===== config.mk =====
export PLATFORM = sky130hd
export DESIGN_NAME = lock_status_agg
export DESIGN_NICKNAME = d
export VERILOG_FILES = /design/src/rtl/lock_agg_pkg.sv /design/src/rtl/lock_flag_sync.sv /design/src/rtl/run_qualifier.sv /design/src/rtl/lock_status_agg.sv
export SDC_FILE = /design/constraint.sdc
export NUM_CORES = 1
export LEC_CHECK = 0
export BUFFER_PORTS_ARGS = -buffer_cell sky130_fd_sc_hd__buf_2
export CORE_MARGIN = 3
export CORE_UTILIZATION = 55
export CTS_CLUSTER_SIZE = 14
export DETAILED_ROUTE_END_ITERATION = 7
export GPL_TIMING_DRIVEN = 0
export PLACE_DENSITY_LB_ADDON = 0.08
export SYNTH_ARGS = -nofsm -noshare
export SYNTH_HDL_FRONTEND = slang
export SYNTH_SLANG_ARGS = --single-unit

===== constraint.sdc =====
create_clock -name clk -period 2 [get_ports clk]
set_input_delay 0.3 -clock clk [delete_from_list [all_inputs] [get_ports clk]]
set_output_delay 0.3 -clock clk [all_outputs]
set_load 0.01 [all_outputs]

===== src/rtl/lock_agg_pkg.sv =====
package lock_agg_pkg;

  typedef enum logic {
    LINE_RELEASE = 1'b0,
    LINE_PULL    = 1'b1
  } line_e;

  function automatic int unsigned cnt_width(input int unsigned n);
    return (n > 1) ? $clog2(n) : 1;
  endfunction

endpackage


===== src/rtl/lock_flag_sync.sv =====
module lock_flag_sync #(
  parameter int unsigned W       = 1,
  parameter int unsigned STAGES  = 2,
  parameter logic        RST_VAL = 1'b0
) (
  input  logic         clk,
  input  logic         rst,
  input  logic [W-1:0] d,
  output logic [W-1:0] q
);

  logic [W-1:0] stg [STAGES];

  always_ff @(posedge clk) begin
    if (rst) begin
      for (int i = 0; i < int'(STAGES); i++) stg[i] <= {W{RST_VAL}};
    end else begin
      stg[0] <= d;
      for (int i = 1; i < int'(STAGES); i++) stg[i] <= stg[i-1];
    end
  end

  assign q = stg[STAGES-1];

endmodule


===== src/rtl/run_qualifier.sv =====
module run_qualifier #(
  parameter int unsigned LEN = 4
) (
  input  logic clk,
  input  logic rst,
  input  logic run,
  input  logic restart,
  output logic met
);

  localparam int unsigned CW   = lock_agg_pkg::cnt_width(LEN);
  localparam logic [CW-1:0] LAST = CW'(LEN - 1);

  logic [CW-1:0] cnt;

  // cnt holds how many edges in a row 'run' was already true, saturating
  always_ff @(posedge clk) begin
    if (rst || restart || !run) cnt <= '0;
    else if (cnt != LAST)       cnt <= cnt + CW'(1);
  end

  // true on the edge that completes LEN consecutive run cycles (or later)
  assign met = run && (cnt == LAST);

endmodule


===== src/rtl/lock_status_agg.sv =====
module lock_status_agg #(
  parameter int unsigned NUM_RX       = 2,
  parameter int unsigned SYNC_STAGES  = 2,
  parameter int unsigned ASSERT_CYC   = 49250,
  parameter int unsigned DEASSERT_CYC = 131625,
  parameter int unsigned HOLD_CYC     = 49250,
  parameter int unsigned RST_MIN_LOW  = 4
) (
  input  logic              clk,
  input  logic              rst,
  input  logic              ext_rst_n,
  input  logic              tx_lock_raw,
  input  logic [NUM_RX-1:0] rx_lock_raw,
  output logic              lock_pull_low
);
  import lock_agg_pkg::*;

  localparam int unsigned NF = NUM_RX + 1;

  logic [NF-1:0] flags_s;
  logic          ext_s;
  logic          all_hi;
  logic          hi_met, lo_met, ext_hit, hold_met;
  logic          go_low, release_ok;
  line_e         line_q;
  logic          pulled;

  lock_flag_sync #(.W(NF), .STAGES(SYNC_STAGES), .RST_VAL(1'b0)) u_flag_sync (
    .clk (clk),
    .rst (rst),
    .d   ({rx_lock_raw, tx_lock_raw}),
    .q   (flags_s)
  );

  lock_flag_sync #(.W(1), .STAGES(SYNC_STAGES), .RST_VAL(1'b1)) u_ext_sync (
    .clk (clk),
    .rst (rst),
    .d   (ext_rst_n),
    .q   (ext_s)
  );

  assign all_hi = &flags_s;
  assign pulled = (line_q == LINE_PULL);

  run_qualifier #(.LEN(ASSERT_CYC)) u_hi_win (
    .clk (clk), .rst (rst), .run (all_hi), .restart (1'b0), .met (hi_met)
  );

  run_qualifier #(.LEN(DEASSERT_CYC)) u_lo_win (
    .clk (clk), .rst (rst), .run (!all_hi), .restart (1'b0), .met (lo_met)
  );

  run_qualifier #(.LEN(RST_MIN_LOW)) u_ext_win (
    .clk (clk), .rst (rst), .run (!ext_s), .restart (1'b0), .met (ext_hit)
  );

  // minimum unlocked time, restarted on every edge that pulls the line
  run_qualifier #(.LEN(HOLD_CYC)) u_hold_win (
    .clk (clk), .rst (rst), .run (pulled), .restart (go_low), .met (hold_met)
  );

  assign go_low     = ext_hit || (!pulled && lo_met);
  assign release_ok = pulled && !ext_hit && hold_met && hi_met;

  always_ff @(posedge clk) begin
    if (rst)             line_q <= LINE_PULL;
    else if (go_low)     line_q <= LINE_PULL;
    else if (release_ok) line_q <= LINE_RELEASE;
  end

  assign lock_pull_low = pulled;

endmodule


==> metrics.md <==
| Metric | Value |
|---|---|
| Status | `finished, final reports clean` |
| Initial antenna violation count | `0` |
| Clock root buffer | `clkbuf_8` |
| N_diodes | `0` |
| Die area | `5890 sq um` |
| Vias in the first global route | `1903` |
| Final GP Congestion | `0.791` |
| Peak supply drop | `0.742 mV` |
| First-pass GRT wire length | `8610 microns` |
| Worst setup path category | `reg -> reg` |
| Detailed Routing Iterations Pass 1 | `4` |
| GRT Residual Overflow | `0` |
| Hold path depth | `2` |
| CTS clock-pin slew for the worst setup and hold paths | `0.08 ns` |
| TritonCTS clock tree | `built` |
| Synth Flop Type | `dfxtp_1` |
| # nets final | `340` |
| Period utilization | `88.9%` |
| Syn_nets | `322` |
| R2R depth | `5` |
| Initial drt markers | `141` |
| Critical path fanouts, max | `4` |
| Worst min-delay path class | `in -> reg` |
| Seq/Total Area, Yosys | `44.4%` |
| Clock buffer depth | `2` |
| Row count | `25` |
| Max Clk Rate | `563 MHz` |
| Final Non-Filler Cells | `399` |
| Htree depth | `3` |
| Syn Area/Cell | `8.91 sq um` |
| Clock skew | `0.00887 ns` |
| Clock Power Share | `48.6%` |
| Core area | `4790 sq um` |
| Largest family of logic cells by synthesized area | `simple AND/OR/NAND/NOR gates` |
| Chip width | `76.7 microns` |
| Crit-path leading delay family | `simple AND/OR/NAND/NOR gates` |
| Origin of the worst min-delay path | `ext_rst_n` |
| Final Max Tran Viols | `0` |
| Flop2flop setup slack | `0.22 ns` |
| Detail Placement HPWL | `3360 microns` |
| Post-synthesis compound-gate area fraction | `3.91%` |
| CP max stage cell | `or4_1` |
| Slew headroom | `68.3%` |
| Worst path required time | `2.24 ns` |
| Data arrival, critical path | `2.02 ns` |
| Biggest area consumer among synthesized cells | `dfxtp_1` |
| P per Cell Area | `824 nW/um^2` |
| Netlist area before placement | `2750 sq um` |
| Final setup fails | `0` |
| Synth top area share | `44.4%` |
| Post-synth ARST share | `0%` |
| Internal | `0.00198 W` |
| Worst r2r src | `u_ext_win.cnt[0]` |
| Flop pwr share | `48.8%` |
| Overall routing resource usage | `18.3%` |
| Sw Share | `22.5%` |
| Antenna-violating nets left | `0` |
| Number of synthesized flops with an enable pin | `0` |
| WL/cell | `12.1 microns` |
| RR Endpoint | `lock_pull_low` |
| Commonest cells after routing, fill and taps aside | `61 x dfxtp_1, 45 x nor2_1, 23 x xnor2_1` |
| DRC | `0` |
| Fillers | `421` |
| Input/output buffers | `6` |
| Setup TNS | `0 ns` |
| Comb pwr share | `2.6%` |
| CP bufs+invs | `0` |
| Total power | `0.00256 W` |
| Chip height | `76.7 microns` |
| Via count | `2143` |
| Startpoint Class | `register` |
| Distinct cells, synth | `42` |
| Synth Area in Simple Gates | `32.8%` |
| CTS buffer count | `9` |
| Minimum clock period | `1.78 ns` |
| Clock sink count | `61` |
| Leakage | `1.04 nW` |
| Final wirelength | `4830 microns` |
| Max-Cap Viols | `0` |
| P_sw | `0.000577 W` |
| IO Count | `7` |
| Largest net degree at the start of global routing | `14` |
| Cell count after synthesis | `309` |
| Most common cell after layout, fill and taps aside | `dfxtp_1` |
| Post-synthesis adder-cell area fraction | `3.18%` |
| Xor/xnor share of the synthesized area | `11.8%` |
| Share of layout cells above drive strength 1 | `11.1%` |
| Final hold vios | `0` |
| Hold path endpoint | `u_ext_sync.stg[0][0]` |
| Max incr delay on CP | `0.54 ns` |
| Vias per inst | `5.37` |
| Crit end category | `register` |
| Worst-Skew Late Latency | `0.34 ns` |
| Initial core utilization | `57.5%` |
| RSZ-0062 raised after global routing | `false` |
| Worst hold slack | `0.130 ns` |
| Area growth syn-to-layout | `12.8%` |
| Synth top area cells | `dfxtp_1 44%, xnor2_1 7.3%, nor2_1 6.3%` |
| Total number of yosys warnings | `0` |
| Worst slew pin tran | `0.476 ns` |
| Yosys reg bits | `61` |
| Cells along the critical path | `ha_1 -> nor2b_1 -> nand3b_1 -> or4_1 -> o21a_1` |
| Placed insts | `382` |
| Mux contribution to synthesized area | `1.59%` |
-- timing repair --
action                                  4_1_cts  5_1_grt
hold buffers                                  0        0
gates resized for setup                       0        1
endpoints found under the setup margin        0        2
setup buffers                                 0        1
-- final cells by class --
class / count / area, sq um / area share (%)
inverters: 11 / 41.3 / 1.33
clock inverters: 7 / 104 / 3.35
multi-input cells: 231 / 1470 / 47.3
repair buffers: 7 / 37.5 / 1.21
clock buffers: 9 / 124 / 3.99
well taps: 67 / 83.8 / 2.70
flip-flops and latches: 61 / 1220 / 39.3
plain buffers: 6 / 23.8 / 0.766
-- sequential cells by signal, summed over array words and instances (netlist names) --
signal           cells
u_ext_win.cnt        2
lock_pull_low        1
u_hi_win.cnt        16
u_hold_win.cnt      16
u_ext_sync.stg       2
u_flag_sync.stg      6
u_lo_win.cnt        18
-- power groups by stage --
stage | sequential (W) | combinational, W | clock (W)
detailed placement | 0.00128 | 0.0000653 | 0
global route | 0.00125 | 0.0000788 | 0.00134
finish | 0.00125 | 0.0000662 | 0.00124
floorplan | 0.00127 | 0.0000479 | 0
global placement | 0.00128 | 0.0000643 | 0
CTS | 0.00125 | 0.0000658 | 0.00129
-- routing by layer --
metal	vias to the layer above	part of all wire [%]	global-route usage (%)
li1	1119	-	-
met5	-	0	0
met4	0	1.8	7.61
met2	21	45	28.1
met3	7	2.5	7.04
met1	996	51	22.7
-- cell families after synthesis --
| family | Yosys count |
|---|---|
| fa+ha+maj | 7 |
| simple gates | 164 |
| buf+inv | 17 |
| flops | 61 |
| xor+xnor | 37 |
| mux | 4 |
| compound gates | 19 |
-- worst max path at each step --
stage | end | start | cells after the start | slack [ns]
final | lock_pull_low | u_ext_win.cnt[0] | 5 | 0.22
after global routing | u_lo_win.cnt[0] | u_lo_win.cnt[0] | 6 | 0.06
after CTS | lock_pull_low | u_ext_win.cnt[0] | 5 | 0.07
after detailed placement | lock_pull_low | u_ext_win.cnt[0] | 5 | 0.09
after global placement | lock_pull_low | u_ext_win.cnt[0] | 5 | 0.10
after floorplan | lock_pull_low | u_ext_win.cnt[0] | 5 | 0.27
-- worst register-to-register path, cell delays in order (launching register included) --
cell and delay, ns:
dfxtp_1 0.33, ha_1 0.24, nor2b_1 0.16, nand3b_1 0.23
or4_1 0.54, o21a_1 0.18
-- synth_stat cells (7+ instances only) --
master	count
a21oi_1	8
dfxtp_1	61
ha_1	7
inv_1	11
nand2_1	14
nand3_1	19
nand4_1	15
nor2_1	46
nor2b_1	8
nor3_1	13
nor4_1	14
xnor2_1	23
xor2_1	14
-- per-stage QoR --
step | util, % | instance area [sq um] | worst slack [ns]
global placement | 59.9 | 2870 | 0.100
floorplan | - | 2750 | 0.267
CTS | 64.7 | 3090 | 0.0746
global route | 64.9 | 3100 | 0.0649
detailed placement | 59.9 | 2870 | 0.0866
finish | 64.9 | 3100 | 0.223
(Power assumes the default switching activity.)
